<file path="config.mk">
export PLATFORM = sky130hd
export DESIGN_NAME = lin_wake_detect
export DESIGN_NICKNAME = d
export VERILOG_FILES = /design/src/rtl/lin_wake_pkg.sv /design/src/rtl/lin_dom_filter.sv /design/src/rtl/lin_wake_arm.sv /design/src/rtl/lin_wake_route.sv /design/src/rtl/lin_wake_detect.sv
export SDC_FILE = /design/constraint.sdc
export NUM_CORES = 1
export LEC_CHECK = 0
export ABC_AREA = 1
export CORE_UTILIZATION = 40
export DETAILED_ROUTE_END_ITERATION = 16
export SYNTH_ARGS = -nofsm -noshare
export SYNTH_HDL_FRONTEND = slang
export SYNTH_SLANG_ARGS = --single-unit
</file>
<file path="constraint.sdc">
create_clock -name clk -period 1.5 [get_ports clk]
set_clock_uncertainty 0.05 [all_clocks]
set_input_delay 0.15 -clock clk [delete_from_list [all_inputs] [get_ports clk]]
set_output_delay 0.15 -clock clk [all_outputs]
set_load 0.05 [all_outputs]
</file>
<file path="src/rtl/lin_wake_pkg.sv">
package lin_wake_pkg;

  typedef enum logic [1:0] {
    PM_RUN   = 2'b00,
    PM_STOP  = 2'b01,
    PM_SLEEP = 2'b10,
    PM_RSVD  = 2'b11
  } pwr_mode_e;

  function automatic logic is_low_power(input logic [1:0] m);
    return (m == PM_STOP) || (m == PM_SLEEP);
  endfunction

endpackage

</file>
<file path="src/rtl/lin_dom_filter.sv">
module lin_dom_filter #(
  parameter int unsigned MIN_DOM = 40
) (
  input  logic clk,
  input  logic rst,
  input  logic rxd,
  output logic qualified,
  output logic rise
);
  localparam int unsigned CNT_W = $clog2(MIN_DOM + 1);
  localparam logic [CNT_W-1:0] CNT_MAX = CNT_W'(MIN_DOM);

  logic [CNT_W-1:0] dom_cnt;
  logic             rxd_q;

  // saturating count of consecutive dominant samples
  always_ff @(posedge clk) begin
    if (rst) begin
      dom_cnt <= '0;
      rxd_q   <= 1'b1;
    end else begin
      rxd_q <= rxd;
      if (rxd)
        dom_cnt <= '0;
      else if (dom_cnt != CNT_MAX)
        dom_cnt <= dom_cnt + CNT_W'(1);
    end
  end

  assign qualified = (dom_cnt == CNT_MAX);
  assign rise      = rxd & ~rxd_q;
endmodule

</file>
<file path="src/rtl/lin_wake_arm.sv">
module lin_wake_arm
  import lin_wake_pkg::*;
(
  input  logic       clk,
  input  logic       rst,
  input  logic [1:0] mode_sel,
  input  logic       rxd,
  output logic       armed,
  output logic       steady
);
  logic [1:0] mode_q;

  // arm only after a recessive sample taken in an unchanged low-power mode
  always_ff @(posedge clk) begin
    if (rst) begin
      mode_q <= PM_RUN;
      armed  <= 1'b0;
    end else begin
      mode_q <= mode_sel;
      if (!is_low_power(mode_sel) || (mode_sel != mode_q))
        armed <= 1'b0;
      else if (rxd)
        armed <= 1'b1;
    end
  end

  assign steady = (mode_sel == mode_q);
endmodule

</file>
<file path="src/rtl/lin_wake_route.sv">
module lin_wake_route
  import lin_wake_pkg::*;
(
  input  logic       clk,
  input  logic       rst,
  input  logic       evt,
  input  logic [1:0] mode_sel,
  input  logic       irq_mask_en,
  input  logic       isr_read,
  output logic       tx_en,
  output logic       wake_flag,
  output logic       wake_irq,
  output logic       wake_rst_req
);
  logic in_stop, in_sleep;
  assign in_stop  = (mode_sel == PM_STOP);
  assign in_sleep = (mode_sel == PM_SLEEP);

  always_ff @(posedge clk) begin
    if (rst) begin
      tx_en        <= 1'b0;
      wake_flag    <= 1'b0;
      wake_irq     <= 1'b0;
      wake_rst_req <= 1'b0;
    end else begin
      tx_en        <= ~is_low_power(mode_sel);
      wake_rst_req <= evt & in_sleep;
      if (evt)
        wake_flag <= 1'b1;
      else if (isr_read)
        wake_flag <= 1'b0;
      if (evt && in_stop && irq_mask_en)
        wake_irq <= 1'b1;
      else if (isr_read)
        wake_irq <= 1'b0;
    end
  end
endmodule

</file>
<file path="src/rtl/lin_wake_detect.sv">
module lin_wake_detect
  import lin_wake_pkg::*;
#(
  parameter int unsigned MIN_DOM = 40
) (
  input  logic       clk,
  input  logic       rst,
  input  logic [1:0] mode_sel,
  input  logic       rx_only,
  input  logic       irq_mask_en,
  input  logic       rxd_sync,
  input  logic       isr_read,
  output logic       tx_en,
  output logic       wake_flag,
  output logic       wake_irq,
  output logic       wake_rst_req
);
  logic qualified, rise, armed, steady, mode_ok, evt;

  lin_dom_filter #(.MIN_DOM(MIN_DOM)) u_filter (
    .clk       (clk),
    .rst       (rst),
    .rxd       (rxd_sync),
    .qualified (qualified),
    .rise      (rise)
  );

  lin_wake_arm u_arm (
    .clk      (clk),
    .rst      (rst),
    .mode_sel (mode_sel),
    .rxd      (rxd_sync),
    .armed    (armed),
    .steady   (steady)
  );

  // receive-only blocks wake-up in stop mode only
  assign mode_ok = (mode_sel == PM_SLEEP) || ((mode_sel == PM_STOP) && !rx_only);
  assign evt     = armed & steady & rise & qualified & mode_ok;

  lin_wake_route u_route (
    .clk          (clk),
    .rst          (rst),
    .evt          (evt),
    .mode_sel     (mode_sel),
    .irq_mask_en  (irq_mask_en),
    .isr_read     (isr_read),
    .tx_en        (tx_en),
    .wake_flag    (wake_flag),
    .wake_irq     (wake_irq),
    .wake_rst_req (wake_rst_req)
  );
endmodule

</file>
==> flow_summary.yaml <==
die:
  floorplan.initialDensity_pct: 45.33
  rows: 13
  die-width_um: 41.35
  chipHeight_um: 41.35
  dieArea_mm2: 0.001710
  area_of_the_core_region_mm2: 0.001366
  number_of_i_o_pins: 12
worst_hold_path:
  hold_path.class: "reg2reg"
power:
  power_density_mw_per_mm2: 854.3
  static-leakage-power_nw: 0.3414
  worst_ir_drop_vdd_v: 0.0006971
  total_power_uw: 665.9
cts:
  clockBufferDepth: 2
  post_cts.resized_instances: 0
  clkLatencyLatePin_ps: 270
  cts_max_level: 1
  cts_sinks: 14
  master_cell_of_the_clock_root_buffer: "sky130_fd_sc_hd__clkbuf_4"
  clk_transition_reported_paths_ps: 80
  cts_tree: "done"
  cts_hold_repair.buffers: 0
  cts_buffers: 3
  cts_setup_buffers: 0
route:
  postRouteAntennaNets: 0
  drt-vias-per-instance: 4.580
  drt_wl_total_mm: 1.037
  drc: 0
  num_vias: 513
  first_iter_violations: 8
  drt-wirelength-per-cell_um: 9.259
  drt_first_pass_iters: 4
grt:
  vias_in_the_first_global_route: 397
  grt_start_max_net_pins: 8
  wire_length_of_the_first_global_routing_pass_mm: 1.580
  globalRouteTotalUtil_pct: 15.50
  antenna_found_initial: 0
  globalRouteOverflowTotal: 0
synthesis:
  syn_area_um2: 619.3
  yosysTopAreaCell: "sky130_fd_sc_hd__dfxtp_1"
  synth.lib_cells_used.distinct: 18
  ys_ff_latch: 14
  synth_xor_xnor_area_share_pct: 2.828
  synth_seq_area_share_pct: 45.25
  ys.warnings.count: 0
  synth_largest_type_area_fraction_pct: 45.25
  largest_family_of_logic_cells_by_synthesized_area: "simple AND/OR/NAND/NOR gates"
  synth_area_per_cell_um2: 7.646
  synthCells: 81
  synth.area.mux_share_pct: 0
  fraction_of_the_mapped_netlist_area_in_adder_cells_pct: 8.081
  synth_compound_gate_area_share_pct: 8.081
  synth-simple-area-share_pct: 26.06
  postSynthNetCount: 93
  synthTopCellsByArea: "sky130_fd_sc_hd__dfxtp_1 45%, sky130_fd_sc_hd__inv_1 9.1%, sky130_fd_sc_hd__nand2_1 8.5%, sky130_fd_sc_hd__ha_1 8.1%, sky130_fd_sc_hd__nor2_1 6.7%"
place:
  placedCellCount: 109
  dpl_worst_slack_ps: -60.33
  final_gp_congestion: 0.8035
  hpwl_um: 838.6
  place_area_um2: 757.0
  port_buffers: 11
critical_path:
  crit_slowest_cell: "sky130_fd_sc_hd__dfxtp_1"
  path_common_cell: "sky130_fd_sc_hd__inv_1"
  path_cells: "inv_1 -> ha_1 -> nand2_1 -> inv_1 -> nand3_2 -> nor2_2 -> nand3_1 -> a21oi_1"
  endpoint_kind: "flop"
  path_buf_inv: 2
  setup.worst_path.class: "reg2reg"
  cp-start-kind: "flop"
  critical_path_peak_fanout: 6
  cp_data_arrival_time_ps: 1490
  cp.required_ps: 1660
  critPathTopFamily: "simple AND/OR/NAND/NOR gates"
  cpPeakStageDelay_ps: 360
timing:
  final_setup_violation_count: 0
  min_period_over_period_pct: 88.76
  setup_slack_ps: 168.6
  timing_worst_slew_pin_value_ps: 233.4
  max_clock_freq_ghz: 0.7511
  max-slew-margin-rel_pct: 84.28
  grt_setup_unrepaired: "false"
  finalMaxSlewViolations: 0
  final.min_clock_period_ps: 1331
  hold_viol_final: 0
cells_and_area:
  design_area_um2: 779.5
  layoutNonFillerInstCount: 112
  ratio_of_cells_with_drive_above_1_in_the_final_layout_pct: 13.40
  nets: 111
  antenna_cells: 0
  area_growth_pct: 25.86
status:
  outcome: "finished, final reports clean"
job:
  drv.max_cap_violation_count: 0
cell usage in the layout, fill, tap and decap left out:
cell type	count
sky130_fd_sc_hd__a21oi_1	6
sky130_fd_sc_hd__buf_4	7
sky130_fd_sc_hd__clkbuf_4	3
sky130_fd_sc_hd__clkdlybuf4s50_1	7
sky130_fd_sc_hd__dfxtp_1	14
sky130_fd_sc_hd__ha_1	4
sky130_fd_sc_hd__inv_1	15
sky130_fd_sc_hd__nand2_1	14
sky130_fd_sc_hd__nand3_1	2
sky130_fd_sc_hd__nand3_2	2
sky130_fd_sc_hd__nand3b_1	1
sky130_fd_sc_hd__nand4_1	1
sky130_fd_sc_hd__nor2_1	11
sky130_fd_sc_hd__nor2_2	1
sky130_fd_sc_hd__nor3_1	1
sky130_fd_sc_hd__nor4_1	1
sky130_fd_sc_hd__o21ai_0	4
sky130_fd_sc_hd__or2_0	1
sky130_fd_sc_hd__xnor2_1	1
sky130_fd_sc_hd__xor2_1	1
kinds of logic after synthesis:
kind of cell | Yosys count
buffers and inverters | 16
flip-flops | 14
AO/OA/AOI/OAI | 10
AND/OR/NAND/NOR | 35
adder cells (fa/ha/maj) | 4
XOR/XNOR | 2
area by class of cell:
class / count / area (µm²)
inverter: 15 / 56.30
sequential: 14 / 280.3
multi-input combinational: 51 / 279.0
tap: 15 / 18.77
fill: 129 / 586.8
clock buffer: 3 / 22.52
timing repair buffer: 14 / 122.6
through the flow:
step / hold WS [ps] / setup TNS [ps] / util [%]
after floorplan: 239.3 / 0 / -
after global placement: 406.8 / -3.674 / 55.40
after detailed placement: 407.3 / -126.9 / 55.40
after CTS: 419.5 / 0 / 57.05
after global routing: 442.4 / 0 / 57.05
final: 413.7 / 0 / 57.05
final timing paths:
check	startpoint	end	slack (ps)	cells after the start
hold / removal	u_route.wake_irq$_SDFFE_PP0P_	u_route.wake_irq$_SDFFE_PP0P_	410	2
hold reg to reg	u_route.wake_irq$_SDFFE_PP0P_	u_route.wake_irq$_SDFFE_PP0P_	410	2
setup reg to reg	u_filter.dom_cnt[0]$_SDFFE_PP0P_	u_route.wake_flag$_SDFFE_PP0P_	170	8
setup / recovery	u_filter.dom_cnt[0]$_SDFFE_PP0P_	u_route.wake_flag$_SDFFE_PP0P_	170	8
per-layer routing:
layer / wire length (µm) / vias to the layer above / GRT usage (%)
met4: 14 / 0 / 7.258
met2: 423 / 9 / 21.09
met1: 540 / 219 / 19.02
met5: 0 / - / 0
met3: 58 / 2 / 9.574
li1: - / 283 / -
state kept, by name, indices dropped and copies added, names as in the netlist:
name	cells
u_route.wake_flag	1
u_route.wake_irq	1
u_arm.armed	1
u_arm.mode_q	2
u_filter.rxd_q	1
u_route.tx_en	1
u_filter.dom_cnt	6
u_route.wake_rst_req	1
worst reg2reg max path, delay by kind of cell (launching register included):
kind	cells	cell delay (ps)
AND/OR/NAND/NOR	4	430
flip-flops	1	360
adder cells (fa/ha/maj)	1	160
buffers and inverters	2	130
AO/OA/AOI/OAI	1	130
synth_stat cells:
| master | n |
|---|---|
| sky130_fd_sc_hd__nor3_1 | 1 |
| sky130_fd_sc_hd__ha_1 | 4 |
| sky130_fd_sc_hd__nand4_1 | 1 |
| sky130_fd_sc_hd__nor4_1 | 1 |
| sky130_fd_sc_hd__nand2_1 | 14 |
| sky130_fd_sc_hd__xnor2_1 | 1 |
| sky130_fd_sc_hd__xor2_1 | 1 |
| sky130_fd_sc_hd__dfxtp_1 | 14 |
| sky130_fd_sc_hd__nand3_2 | 2 |
| sky130_fd_sc_hd__clkbuf_1 | 1 |
| sky130_fd_sc_hd__inv_1 | 15 |
| sky130_fd_sc_hd__or2_0 | 1 |
| sky130_fd_sc_hd__nor2_2 | 1 |
| sky130_fd_sc_hd__nor2_1 | 11 |
| sky130_fd_sc_hd__a21oi_1 | 6 |
| sky130_fd_sc_hd__o21ai_0 | 4 |
| sky130_fd_sc_hd__nand3_1 | 2 |
| sky130_fd_sc_hd__nand3b_1 | 1 |
report_power, final:
group	internal (mW)	switching, mW	leakage (nW)
registers	0.381	0.00567	0.114
logic	0.0390	0.0406	0.213
clock network	0.0929	0.107	0.0138
total	0.513	0.153	0.341
Note: power is estimated with default switching activity, not from simulation.
